==> src/rtl/cws_pkg.sv <==
package cws_pkg;
   typedef enum logic [2:0] {
      ST_WAIT = 3'd0,
      ST_ICW2 = 3'd1,
      ST_ICW3 = 3'd2,
      ST_ICW4 = 3'd3,
      ST_RUN  = 3'd4
   } seq_st_t;

   // mode word fields, packed in data-bit order D4..D0
   typedef struct packed {
      logic sfnm;
      logic bufm;
      logic ms;
      logic aeoi;
      logic cpu86;
   } mode_t;
endpackage

==> src/rtl/cws_seq.sv <==
module cws_seq
   import cws_pkg::*;
#(
   parameter int DW = 8
) (
   input  logic          clk,
   input  logic          rst_n,
   input  logic          wr_en,
   input  logic          a0,
   input  logic [DW-1:0] wr_data,
   output logic          icw1_hit,
   output logic          ocw1_hit,
   output logic          ocw2_hit,
   output logic          ocw3_hit,
   output logic          init_done,
   output logic          level_trig,
   output logic          intv4,
   output logic          single,
   output logic          need_icw4,
   output logic [DW-1:0] vec_base,
   output logic [DW-1:0] slave_cfg,
   output mode_t         mode
);
   seq_st_t st_q, st_d;
   logic    hi_wr, in_init;

   assign hi_wr    = wr_en & a0;
   assign in_init  = (st_q == ST_ICW2) | (st_q == ST_ICW3) | (st_q == ST_ICW4);
   assign icw1_hit = wr_en & ~a0 & wr_data[4];
   assign ocw1_hit = hi_wr & (st_q == ST_RUN);
   assign ocw2_hit = wr_en & ~a0 & ~wr_data[4] & ~wr_data[3] & (st_q == ST_RUN);
   assign ocw3_hit = wr_en & ~a0 & ~wr_data[4] &  wr_data[3] & (st_q == ST_RUN);

   always_comb begin
      st_d = st_q;
      if (icw1_hit) begin
         st_d = ST_ICW2;
      end else if (hi_wr) begin
         unique case (st_q)
            ST_ICW2: st_d = !single ? ST_ICW3 : (need_icw4 ? ST_ICW4 : ST_RUN);
            ST_ICW3: st_d = need_icw4 ? ST_ICW4 : ST_RUN;
            ST_ICW4: st_d = ST_RUN;
            default: st_d = st_q;
         endcase
      end
   end

   always_ff @(posedge clk or negedge rst_n) begin
      if (!rst_n) begin
         st_q       <= ST_WAIT;
         level_trig <= 1'b0;
         intv4      <= 1'b0;
         single     <= 1'b0;
         need_icw4  <= 1'b0;
         vec_base   <= '0;
         slave_cfg  <= '0;
         mode       <= '0;
      end else begin
         st_q <= st_d;
         if (icw1_hit) begin
            level_trig <= wr_data[3];
            intv4      <= wr_data[2];
            single     <= wr_data[1];
            need_icw4  <= wr_data[0];
            slave_cfg  <= '0;
            mode       <= '0;
         end else if (hi_wr && in_init) begin
            case (st_q)
               ST_ICW2: vec_base  <= wr_data;
               ST_ICW3: slave_cfg <= wr_data;
               ST_ICW4: mode      <= mode_t'(wr_data[4:0]);
               default: ;
            endcase
         end
      end
   end

   assign init_done = (st_q == ST_RUN);

   AST_RESTART: assert property (@(posedge clk) disable iff (!rst_n)
      icw1_hit |=> (st_q == ST_ICW2) && !init_done);
   AST_SKIP_MODE: assert property (@(posedge clk) disable iff (!rst_n)
      (hi_wr && st_q == ST_ICW2 && single && !need_icw4) |=> (mode == '0) && init_done);
   AST_CASCADE_STEP: assert property (@(posedge clk) disable iff (!rst_n)
      (hi_wr && st_q == ST_ICW2 && !single) |=> (st_q == ST_ICW3));
   AST_INIT_NO_OCW: assert property (@(posedge clk) disable iff (!rst_n)
      !init_done |-> !(ocw1_hit || ocw2_hit || ocw3_hit));
endmodule

==> src/rtl/cws_opreg.sv <==
module cws_opreg #(
   parameter int N_IN          = 8,
   parameter bit CLR_ON_INIT   = 1'b1
) (
   input  logic            clk,
   input  logic            rst_n,
   input  logic            icw1_hit,
   input  logic            ocw1_hit,
   input  logic            ocw3_hit,
   input  logic [7:0]      wr_data,
   output logic [N_IN-1:0] mask,
   output logic            spec_mask
);
   generate
      for (genvar i = 0; i < N_IN; i++) begin : g_mbit
         always_ff @(posedge clk or negedge rst_n) begin
            if (!rst_n)                      mask[i] <= 1'b0;
            else if (icw1_hit && CLR_ON_INIT) mask[i] <= 1'b0;
            else if (ocw1_hit)               mask[i] <= wr_data[i];
         end
      end
   endgenerate

   always_ff @(posedge clk or negedge rst_n) begin
      if (!rst_n)                      spec_mask <= 1'b0;
      else if (icw1_hit)               spec_mask <= 1'b0;
      else if (ocw3_hit && wr_data[6]) spec_mask <= wr_data[5];
   end

   generate
      if (CLR_ON_INIT) begin : g_clr_chk
         AST_MASK_CLR: assert property (@(posedge clk) disable iff (!rst_n)
            icw1_hit |=> (mask == '0) && !spec_mask);
      end
   endgenerate

   AST_SMM_HOLD: assert property (@(posedge clk) disable iff (!rst_n)
      (ocw3_hit && !wr_data[6]) |=> $stable(spec_mask));
   AST_MASK_LOAD: assert property (@(posedge clk) disable iff (!rst_n)
      (ocw1_hit && !icw1_hit) |=> (mask == $past(wr_data[N_IN-1:0])));
endmodule

==> src/rtl/cws_cmdout.sv <==
module cws_cmdout #(
   parameter int LVL_W = 3
) (
   input  logic             clk,
   input  logic             rst_n,
   input  logic             icw1_hit,
   input  logic             ocw2_hit,
   input  logic             ocw3_hit,
   input  logic [7:0]       wr_data,
   output logic             init_clr,
   output logic             ocw2_stb,
   output logic             rot,
   output logic             sel,
   output logic             eoi,
   output logic [LVL_W-1:0] lvl,
   output logic             ocw3_stb,
   output logic             poll,
   output logic             rd_reg,
   output logic             rd_is
);
   always_ff @(posedge clk or negedge rst_n) begin
      if (!rst_n) begin
         init_clr <= 1'b0;
         ocw2_stb <= 1'b0;
         ocw3_stb <= 1'b0;
      end else begin
         init_clr <= icw1_hit;
         ocw2_stb <= ocw2_hit;
         ocw3_stb <= ocw3_hit;
      end
   end

   always_ff @(posedge clk or negedge rst_n) begin
      if (!rst_n) begin
         rot <= 1'b0;
         sel <= 1'b0;
         eoi <= 1'b0;
         lvl <= '0;
      end else if (ocw2_hit) begin
         rot <= wr_data[7];
         sel <= wr_data[6];
         eoi <= wr_data[5];
         lvl <= wr_data[LVL_W-1:0];
      end
   end

   always_ff @(posedge clk or negedge rst_n) begin
      if (!rst_n) begin
         poll   <= 1'b0;
         rd_reg <= 1'b0;
         rd_is  <= 1'b0;
      end else if (ocw3_hit) begin
         poll   <= wr_data[2];
         rd_reg <= wr_data[1];
         rd_is  <= wr_data[0];
      end
   end

   AST_STB_EXCL: assert property (@(posedge clk) disable iff (!rst_n)
      $onehot0({init_clr, ocw2_stb, ocw3_stb}));
   AST_OCW2_PULSE: assert property (@(posedge clk) disable iff (!rst_n)
      (ocw2_stb && !ocw2_hit) |=> !ocw2_stb);
   AST_OCW3_PULSE: assert property (@(posedge clk) disable iff (!rst_n)
      (ocw3_stb && !ocw3_hit) |=> !ocw3_stb);
   AST_OCW2_HOLD: assert property (@(posedge clk) disable iff (!rst_n)
      !ocw2_hit |=> $stable({rot, sel, eoi, lvl}));
endmodule

==> src/rtl/cmd_word_seq.sv <==
module cmd_word_seq
   import cws_pkg::*;
#(
   parameter int DW          = 8,
   parameter int N_IN        = 8,
   parameter bit CLR_ON_INIT = 1'b1,
   localparam int LVL_W      = $clog2(N_IN)
) (
   input  logic             clk,
   input  logic             rst_n,
   input  logic             wr_en,
   input  logic             a0,
   input  logic [DW-1:0]    wr_data,
   output logic             init_done,
   output logic             init_clr,
   output logic             level_trig,
   output logic             intv4,
   output logic             single,
   output logic             need_icw4,
   output logic [DW-1:0]    vec_base,
   output logic [DW-1:0]    slave_cfg,
   output logic             sfnm,
   output logic             buf_mode,
   output logic             buf_master,
   output logic             aeoi,
   output logic             cpu86,
   output logic [N_IN-1:0]  mask,
   output logic             spec_mask,
   output logic             ocw2_stb,
   output logic             rot,
   output logic             sel,
   output logic             eoi,
   output logic [LVL_W-1:0] lvl,
   output logic             ocw3_stb,
   output logic             poll,
   output logic             rd_reg,
   output logic             rd_is
);
   generate
      if (DW != 8) begin : g_bad_dw
         $error("cmd_word_seq: command words are 8 bits wide");
      end
      if (N_IN != 8) begin : g_bad_nin
         $error("cmd_word_seq: exactly 8 request inputs supported");
      end
   endgenerate

   logic  icw1_hit, ocw1_hit, ocw2_hit, ocw3_hit;
   mode_t mode;

   cws_seq #(.DW(DW)) u_seq (
      .clk(clk), .rst_n(rst_n), .wr_en(wr_en), .a0(a0), .wr_data(wr_data),
      .icw1_hit(icw1_hit), .ocw1_hit(ocw1_hit), .ocw2_hit(ocw2_hit), .ocw3_hit(ocw3_hit),
      .init_done(init_done), .level_trig(level_trig), .intv4(intv4), .single(single),
      .need_icw4(need_icw4), .vec_base(vec_base), .slave_cfg(slave_cfg), .mode(mode)
   );

   cws_opreg #(.N_IN(N_IN), .CLR_ON_INIT(CLR_ON_INIT)) u_opreg (
      .clk(clk), .rst_n(rst_n), .icw1_hit(icw1_hit), .ocw1_hit(ocw1_hit),
      .ocw3_hit(ocw3_hit), .wr_data(wr_data), .mask(mask), .spec_mask(spec_mask)
   );

   cws_cmdout #(.LVL_W(LVL_W)) u_cmd (
      .clk(clk), .rst_n(rst_n), .icw1_hit(icw1_hit), .ocw2_hit(ocw2_hit),
      .ocw3_hit(ocw3_hit), .wr_data(wr_data), .init_clr(init_clr),
      .ocw2_stb(ocw2_stb), .rot(rot), .sel(sel), .eoi(eoi), .lvl(lvl),
      .ocw3_stb(ocw3_stb), .poll(poll), .rd_reg(rd_reg), .rd_is(rd_is)
   );

   assign sfnm       = mode.sfnm;
   assign buf_mode   = mode.bufm;
   assign buf_master = mode.bufm & mode.ms;
   assign aeoi       = mode.aeoi;
   assign cpu86      = mode.cpu86;

   AST_BUF_SLAVE: assert property (@(posedge clk) disable iff (!rst_n)
      !buf_mode |-> !buf_master);
   AST_INIT_PULSE: assert property (@(posedge clk) disable iff (!rst_n)
      init_clr |-> !init_done);
endmodule

==> config.mk <==
export PLATFORM = sky130hd
export DESIGN_NAME = cmd_word_seq
export DESIGN_NICKNAME = d
export VERILOG_FILES = /design/src/rtl/cws_pkg.sv /design/src/rtl/cws_seq.sv /design/src/rtl/cws_opreg.sv /design/src/rtl/cws_cmdout.sv /design/src/rtl/cmd_word_seq.sv
export SDC_FILE = /design/constraint.sdc
export NUM_CORES = 1
export LEC_CHECK = 0
export BUFFER_PORTS_ARGS = -buffer_cell sky130_fd_sc_hd__buf_2
export CAP_MARGIN = 20
export CORE_AREA = 2 2 65 67
export DETAILED_ROUTE_END_ITERATION = 8
export DIE_AREA = 0 0 67 69
export GPL_TIMING_DRIVEN = 0
export PLACE_DENSITY = 0.92
export SYNTH_ARGS = -nofsm -noshare
export SYNTH_HDL_FRONTEND = slang
export SYNTH_SLANG_ARGS = --single-unit
==> constraint.sdc <==
create_clock -name clk -period 4.7 [get_ports clk]
set_clock_uncertainty 0.2 [all_clocks]
set_input_delay 0.94 -clock clk [delete_from_list [all_inputs] [get_ports clk]]
set_output_delay 0.94 -clock clk [all_outputs]
set_load 0.01 [all_outputs]
Yosys cells after proc, flatten, opt, wreduce, memory -nomap -nowiden
Cells that the tools add are included.
{"block": "op_classes", "n_reduce_logical": 13, "muxes": 29, "eq_ne": 4, "n_bitwise": 16}
{"op": "2-to-1 mux 8 bit", "n": 3}
{"op": "2-to-1 mux 1 bit", "n": 18}
{"op": "2-to-1 mux 5 bit", "n": 3}
{"op": "2-to-1 mux 3 bit", "n": 4}
{"op": "nonzero test 2 bit", "n": 6}
{"op": "bitwise AND 1 bit", "n": 10}
{"op": "case mux 3 bit (3 select lines)", "n": 1}
{"op": "equality test 3 x 2 -> 1 bit, second input constant", "n": 2}
{"op": "AND reduction 2 bit", "n": 3}
{"op": "inverter 1 bit", "n": 4}
{"op": "nonzero test 4 bit", "n": 1}
{"op": "equality test 3 x 1 -> 1 bit, second input constant", "n": 1}
{"op": "equality test 3 bit, second input constant", "n": 1}
{"op": "AND reduction 3 bit", "n": 1}
{"op": "logical AND 1 bit", "n": 2}
{"op": "OR 1 bit", "n": 2}
{"block": "word_totals", "regBits": 49, "input_bits": 12, "out_inout_bits": 47, "word_cells": 93}

Logic depth before layout (Yosys ltp)
Gate-level depths: netlist of the first run.
{"block": "depth", "ltp_word": 8, "mapped_depth": 5, "ltp_nobuf": 4}

Hierarchy
Synthesis of the first run repeated with hierarchy kept, for this count alone.
{"block": "unflattened", "cells_unflattened": 168, "hier_area_um2": 2044.5}
{"module": "cws_seq", "seq_area_each_um2": 700.7, "cells_each": 115, "n_inst": 1, "area_per_inst_um2": 1231.2}
{"module": "cws_cmdout", "seq_area_each_um2": 300.3, "cells_each": 22, "n_inst": 1, "area_per_inst_um2": 435.4}
{"module": "cws_opreg", "seq_area_each_um2": 225.2, "cells_each": 30, "n_inst": 1, "area_per_inst_um2": 371.6}
{"module": "cmd_word_seq", "seq_area_each_um2": 0.0, "cells_each": 1, "n_inst": 1, "area_per_inst_um2": 6.3}

Worst setup path after synthesis of the first run
OpenSTA, ideal clock, no wires.
{"block": "synth_timing", "path_kind": "input-to-reg", "from": "input port wr_en", "to": "register u_seq.vec_base[0]", "slack_ns": 2.574, "required_time_ns": 4.375, "cell_stages": 5, "path_buffers": 2, "setup_time_ns": 0.125, "arrival_time_ns": 1.801, "path_cell_list": "and4b_1 -> buf_6 -> nor2b_4 -> buf_6 -> mux2_4"}
{"block": "synth_via", "elab_chain_cells": 4, "word_cells_on_any_way": 6, "classes_between": "4 x bitwise; 2 x reduce/logical"}
{"item": "start, declared", "line": "cmd_word_seq.sv:11", "source": "input logic wr_en,"}
{"item": "bitwise AND 1 bit (2 in series)", "line": "cws_seq.sv:29", "source": "assign icw1_hit = wr_en & ~a0 & wr_data[4];"}
{"item": "inverter 1 bit (no line)"}
{"item": "AND reduction 3 bit (no line) (*)"}
{"item": "end signal, assigned", "line": "cws_seq.sv:69", "source": "ST_ICW2: vec_base <= wr_data;"}
{"item": "end, declared", "line": "cws_seq.sv:20", "source": "output logic [DW-1:0] vec_base,"}
Every way passes the cells marked *; elsewhere a longest branch is shown, timed or not.
A chain may end at the register's enable or synchronous reset.

Final worst setup path of the first run
{"block": "layout_timing", "from": "register u_seq.st_q[1]", "to": "output port init_done"}
{"block": "layout_via", "elab_chain_cells": 1}
{"item": "start, declared", "line": "cws_seq.sv:24", "source": "seq_st_t st_q, st_d;"}
{"item": "start signal, assigned", "line": "cws_seq.sv:59", "source": "st_q <= st_d;"}
{"item": "equality test 3 bit", "line": "cws_seq.sv:78", "source": "assign init_done = (st_q == ST_RUN);"}
{"item": "end, declared", "line": "cmd_word_seq.sv:14", "source": "output logic init_done,"}
Every way passes these cells.

==> impl_results.md, run 1 <==
* FILL cells at 335
* Switching share of total power at 0.3353
* Area contributors post-synth: dfrtp_1 (59%), mux2_4 (5.7%), mux2_2 (4.8%)
* CTS tree: built
* R2R Setup Slk at 2910 ps
* Setup crit start kind: register
* Total negative slack at 0 ps
* Crit-path max cell delay at 450 ps
* Ys Warns at 0
* Critical path's slowest cell: dfrtp_1
* Drt initial violations at 67
* Number of post-CTS setup repair buffers at 0
* Post-cts resize count at 0
* Gpl congestion at 0.8079
* Hold crit path type: register to register
* Worst path cell trace: nor3b_2 -> buf_2 -> buf_2
* Slew Limit Headroom at 0.7215
* Final setup vio count at 0
* #FFs+latches synth at 49
* Leakage at 0.001353 µW
* Max Cap Viol at 0
* RR Endpoint: u_seq.vec_base[6]
* Clock Path Buffers at 2
* Synth Instances at 183
* Number of port buffers at 58
* Die Ht at 69 µm
* Worst vdd ir at 0.4424 mV
* Post-Syn Area per Cell at 11.45 µm²
* Commonest non-fill, non-tap cell in the layout: buf_2
* Area of the multi-input gates at 782.0 µm²
* CP delay by family, top: flip-flops
* Die area at 4623 µm²
* R2R Path Start: u_seq.st_q[2]
* Vias per cell at 5.452
* Num Clock Sinks at 49
* Area Overhead vs Synth at 22.75%
* Tcrit/Tclk final at 0.5597
* FMAX at 0.3802 GHz
* Synth cell types at 29
* DP HPWL at 3338 µm
* Critical path required time at 3560 ps
* P_sw at 489.5 µW
* Comb power frac at 0.353
* Final Max Tran Viols at 0
* Vias in the first global route at 1593
* Clk_lat worst skew at 300 ps
* Crit Path Class: register to output pin
* Rows at 23
* First-pass GRT wire length at 7845 µm
* Share of layout cells above drive strength 1 at 0.3775
* Unrepaired setup endpoints after global routing: false
* Placeable Area at 3914 µm²
* Power per Cell Area at 567.4 nW/µm²
* Nets at 261
* Clock power share at 0.198
* Share of the synthesized area in the top cell type at 0.5851
* Mapped Area at 2096 µm²
* Critical path capture point type: output pin
* I/O pins at 59
* Final min period at 2630 ps
* Overflow after GRT at 0
* Antenna diodes at 0
* H-tree depth at 2
* Leading area contributor after synthesis: dfrtp_1
* Worst slew pin tran at 417.7 ps
* Reg power frac at 0.449
* Largest registers: u_opreg.mask (8), u_seq.slave_cfg (8), u_seq.vec_base (8)
* Critical Path AT at 1490 ps
* Total CTS buffers at 5
* Worst path bufs/invs at 2
* Initial antenna violation count at 0
* Sequential share of the synthesized area at 0.5851
* Reg clk slew, reported paths at 80 ps
* Router iterations before antenna repair at 4
* Critical Path Stages at 3
* Commonest cells after routing, fill and taps aside: buf_2 (61), dfrtp_1 (49), nand2_1 (27), o21ai_0 (20), nand3_1 (14)
* FF-to-FF path depth at 5
* Mapped Nets at 195
* Worst-path fanout max at 10
* Chip width at 67 µm
* GRT Overall Usage at 0.2243
* Drt wl/cell at 15.80 µm
* Initial Util at 0.5355
* Antenna viol nets, final at 0
* DRC viols at 0
* Crit. Startpoint: u_seq.st_q[1]
* Cts hold-fix bufs at 0
* Final WL at 4723 µm
* Clock root buffer: clkbuf_8
* Final hold vios at 0
* Status: finished, final reports clean
* Cell mode on critical path: buf_2
* Int Power at 970.2 µW
* Final Util at 0.6573
* Largest net degree at the start of global routing at 50
* Seq. cell area at 1226 µm²
* Crit path to: init_done
* Detailed-route via count at 1630
-- worst register-to-register path, cell delays in order, from the launching register on --
cell and delay (ps):
dfrtp_1 440, and4b_1 300, buf_6 130, nor2b_4 150
buf_6 170, mux2_4 320
-- through the flow --
stage               area (µm²)  setup WS, ps  power, µW  std cells  hold slack, ps
floorplan                 2096          2574      963.4        183           296.9
global placement          2449          2359       1156        291           267.6
detailed placement        2449          2310       1177        291           264.9
CTS                       2552          2069       1465        298           285.1
global route              2572          1980       1548        299           296.0
finish                    2572          2070       1460        299           278.5
-- per-layer routing --
| layer | track usage | part of all wire |
|---|---|---|
| met3 | 0.05546 | 0.065 |
| met1 | 0.3263 | 0.44 |
| met5 | 0 | 0 |
| met2 | 0.3333 | 0.48 |
| met4 | 0.06576 | 0.017 |
-- layout make-up --
type | count | share of cell area
multi-input combinational | 116 | 0.3040
inverter | 6 | 0.008755
buffer | 12 | 0.02529
tap | 50 | 0.02432
sequential | 49 | 0.4767
timing repair buffer | 59 | 0.1206
clock inverter | 2 | 0.01362
clock buffer | 5 | 0.02675
-- cells by family after synthesis --
| family | after synthesis | share of synthesized area |
|---|---|---|
| buffers and inverters | 18 | 0.04178 |
| AO/OA/AOI/OAI | 35 | 0.09433 |
| AND/OR/NAND/NOR | 63 | 0.1684 |
| flip-flops | 49 | 0.5851 |
| multiplexers | 18 | 0.1105 |
-- power groups by stage --
stage / combinational (µW) / sequential (µW) / clock [µW]
6_report: 515 / 656 / 288
3_3_place_gp: 499 / 656 / 0
2_1_floorplan: 249 / 715 / 0
5_1_grt: 561 / 674 / 313
4_1_cts: 517 / 656 / 292
3_5_place_dp: 516 / 661 / 0
-- worst min path at each step --
stage / cells after the start / to / from
after floorplan: 2 / u_seq.mode[2] / u_seq.mode[2]
after global placement: 2 / u_seq.level_trig / u_seq.level_trig
after detailed placement: 2 / u_seq.intv4 / u_seq.intv4
after CTS: 2 / u_seq.level_trig / u_seq.level_trig
after global routing: 1 / u_seq.mode[4] / rst_n
final: 2 / u_seq.intv4 / u_seq.intv4
-- Yosys cell counts --
library cell,number
mux2_4,8
a32o_1,1
o211ai_1,3
nand4_1,1
buf_2,3
nor3_1,1
nand3_1,14
nand2_1,27
o21ai_0,20
nor2b_4,1
nand3b_1,8
o21bai_1,1
nand4b_1,1
clkbuf_2,1
nor3b_2,2
and2_1,3
dfrtp_1,49
a21oi_1,6
mux2i_1,1
and2_0,1
inv_1,6
mux2_2,9
a31oi_1,2
nand3b_2,1
buf_6,2
o31ai_1,2
clkbuf_1,6
and4b_1,2
or2_2,1
No activity file was read; power rests on OpenSTA's default activity.
==> inputs of run 2 (changes only) <==
--- a/config.mk
+++ b/config.mk
@@ -7,11 +7,11 @@
 export LEC_CHECK = 0
 export BUFFER_PORTS_ARGS = -buffer_cell sky130_fd_sc_hd__buf_2
 export CAP_MARGIN = 20
-export CORE_AREA = 2 2 65 67
+export CORE_AREA = 2 2 71 73
 export DETAILED_ROUTE_END_ITERATION = 8
-export DIE_AREA = 0 0 67 69
+export DIE_AREA = 0 0 73 75
 export GPL_TIMING_DRIVEN = 0
-export PLACE_DENSITY = 0.92
+export PLACE_DENSITY = 0.83
 export SYNTH_ARGS = -nofsm -noshare
 export SYNTH_HDL_FRONTEND = slang
 export SYNTH_SLANG_ARGS = --single-unit
==> constraint.sdc (replaced) <==
create_clock -name clk -period 2.4 [get_ports clk]
set_clock_uncertainty 0.2 [all_clocks]
set_input_delay 0.48 -clock clk [delete_from_list [all_inputs] [get_ports clk]]
set_output_delay 0.48 -clock clk [all_outputs]
set_load 0.01 [all_outputs]
==> run 2 against run 1 <==
Compared with the run above:
- the flow now finishes with violations (hold timing)
- critical path depth did not move
- critical endpoint unchanged
- utilization fell by 10 points
- first-iteration DRC count rose by 93%
==> impl_results.md, run 2 (synthesis gave the netlist of run 1 again) <==
* Area Overhead vs Synth at 23.94%
* DRC viols at 0
* Nets at 261
* Num Clock Sinks at 49
* H-tree depth at 2
* Final min period at 2193 ps
* Placeable Area at 4661 µm²
* Failing checks: hold timing
* Final WL at 4786 µm
* Detailed-route via count at 1614
* Commonest non-fill, non-tap cell in the layout: buf_2
* Worst path cell trace: nor3b_2 -> buf_2 -> buf_2
* Final Util at 0.5573
* Hold crit path type: primary input to async pin
* DP HPWL at 3349 µm
* Die area at 5475 µm²
* Unrepaired setup endpoints after global routing: false
* Largest net degree at the start of global routing at 50
* Slew Limit Headroom at 0.5904
* Total negative slack at 0 ps
* Placed insts at 295
* Antenna diodes at 0
* Pwr Total at 2894 µW
* Reg clk slew, reported paths at 80 ps
* Crit Path Class: register to output pin
* Setup crit start kind: register
* Status: finished, violations left
* Overflow after GRT at 0
* WHS at -20.13 ps
* First-pass GRT wire length at 7769 µm
* Die Ht at 75 µm
* Total CTS buffers at 5
* Commonest cells after routing, fill and taps aside: buf_2 (61), dfrtp_1 (49), nand2_1 (27), o21ai_0 (20), nand3_1 (14)
* Vias per cell at 5.309
* I/O pins at 59
* Leakage at 0.001360 µW
* Vias in the first global route at 1569
* FMAX at 0.4560 GHz
* Rows at 25
* Worst-path fanout max at 10
* GRT Overall Usage at 0.1939
* Chip width at 73 µm
* Drt initial violations at 129
* Max Cap Viol at 0
* Number of post-CTS setup repair buffers at 0
* Cell mode on critical path: buf_2
* Clk_lat worst skew at 300 ps
* Worst slew pin tran at 614.4 ps
* Crit-path max cell delay at 460 ps
* R2R Setup Slk at 640 ps
* Power per Cell Area at 1114 nW/µm²
* Drt wl/cell at 15.74 µm
* Router iterations before antenna repair at 4
* Critical Path AT at 1510 ps
* Post-cts resize count at 0
* Clock Path Buffers at 2
* Critical path capture point type: output pin
* Worst vdd ir at 0.6061 mV
* Final hold vios at 25
* Largest registers: u_opreg.mask (8), u_seq.slave_cfg (8), u_seq.vec_base (8)
* Final setup vio count at 0
* RR Endpoint: u_seq.vec_base[4]
* Share of layout cells above drive strength 1 at 0.3760
* Final non-filler cell total at 304
* R2R Path Start: u_seq.st_q[2]
* Tcrit/Tclk final at 0.9138
* Critical path's slowest cell: dfrtp_1
* CTS tree: built
* Initial Util at 0.4497
* Cts hold-fix bufs at 0
* Gpl congestion at 0.8530
* Number of port buffers at 58
* Initial antenna violation count at 0
* FF-to-FF path depth at 5
* Antenna viol nets, final at 0
* Clock root buffer: clkbuf_8
* Critical path required time at 1720 ps
* Final Max Tran Viols at 0
==> run 2: changes by cell type in the layout (fill, tap and decap cells not counted) <==
cell      before  now
clkbuf_8       5    6
buf_16         0    1
clkbuf_1       6    7
clkinv_2       1    0
buf_12         1    0
==> run 2: worst max-delay path, delay by kind of cell (launching register included) <==
| family | cells | cell delay, ps |
|---|---|---|
| DFF | 1 | 460 |
| and+or+nand+nor | 1 | 320 |
| buffers and inverters | 2 | 440 |
==> run 2: cell type report <==
type,instances,area (µm²)
Multi-Input combinational cell,116,782.0
Inverter,6,22.52
Clock buffer,7,86.33
Sequential cell,49,1226
Fill cell,408,2063
Timing Repair Buffer,59,317.8
Buffer,12,65.06
Tap cell,54,67.56
Clock inverter,1,30.03
==> run 2: how the worst max path moves through the flow <==
stage / startpoint / to
final: u_seq.st_q[1] / init_done
after global placement: a0 / u_seq.vec_base[6]
after floorplan: wr_en / u_seq.vec_base[0]
after global routing: u_seq.st_q[1] / init_done
after detailed placement: a0 / u_seq.vec_base[4]
after CTS: u_seq.st_q[1] / init_done
==> run 2: per-layer routing <==
layer  GRT usage  vias to the layer above  wire length, µm
met1      0.2609                      780             2131
met4      0.1049                        0               82
met5           0                        -                0
met3     0.04552                        8              337
met2      0.2923                       60             2235
li1            -                      766                -
==> run 2: report_power, final <==
group | switching, µW | leakage [µW] | total (µW) | internal (µW)
Combinational | 519 | 0.000656 | 1010 | 492
Clock | 269 | 0.0000585 | 609 | 340
Sequential | 167 | 0.000646 | 1270 | 1110
==> run 2: per-stage QoR <==
stage	hold slack (ps)	area [µm²]	setup slack, ps
after floorplan	-15.59	2096	734.0
after global placement	257.7	2454	513.5
after detailed placement	265.7	2454	493.6
after CTS	206.0	2570	192.1
after global routing	13.63	2597	128.8
final	-20.13	2597	207.0
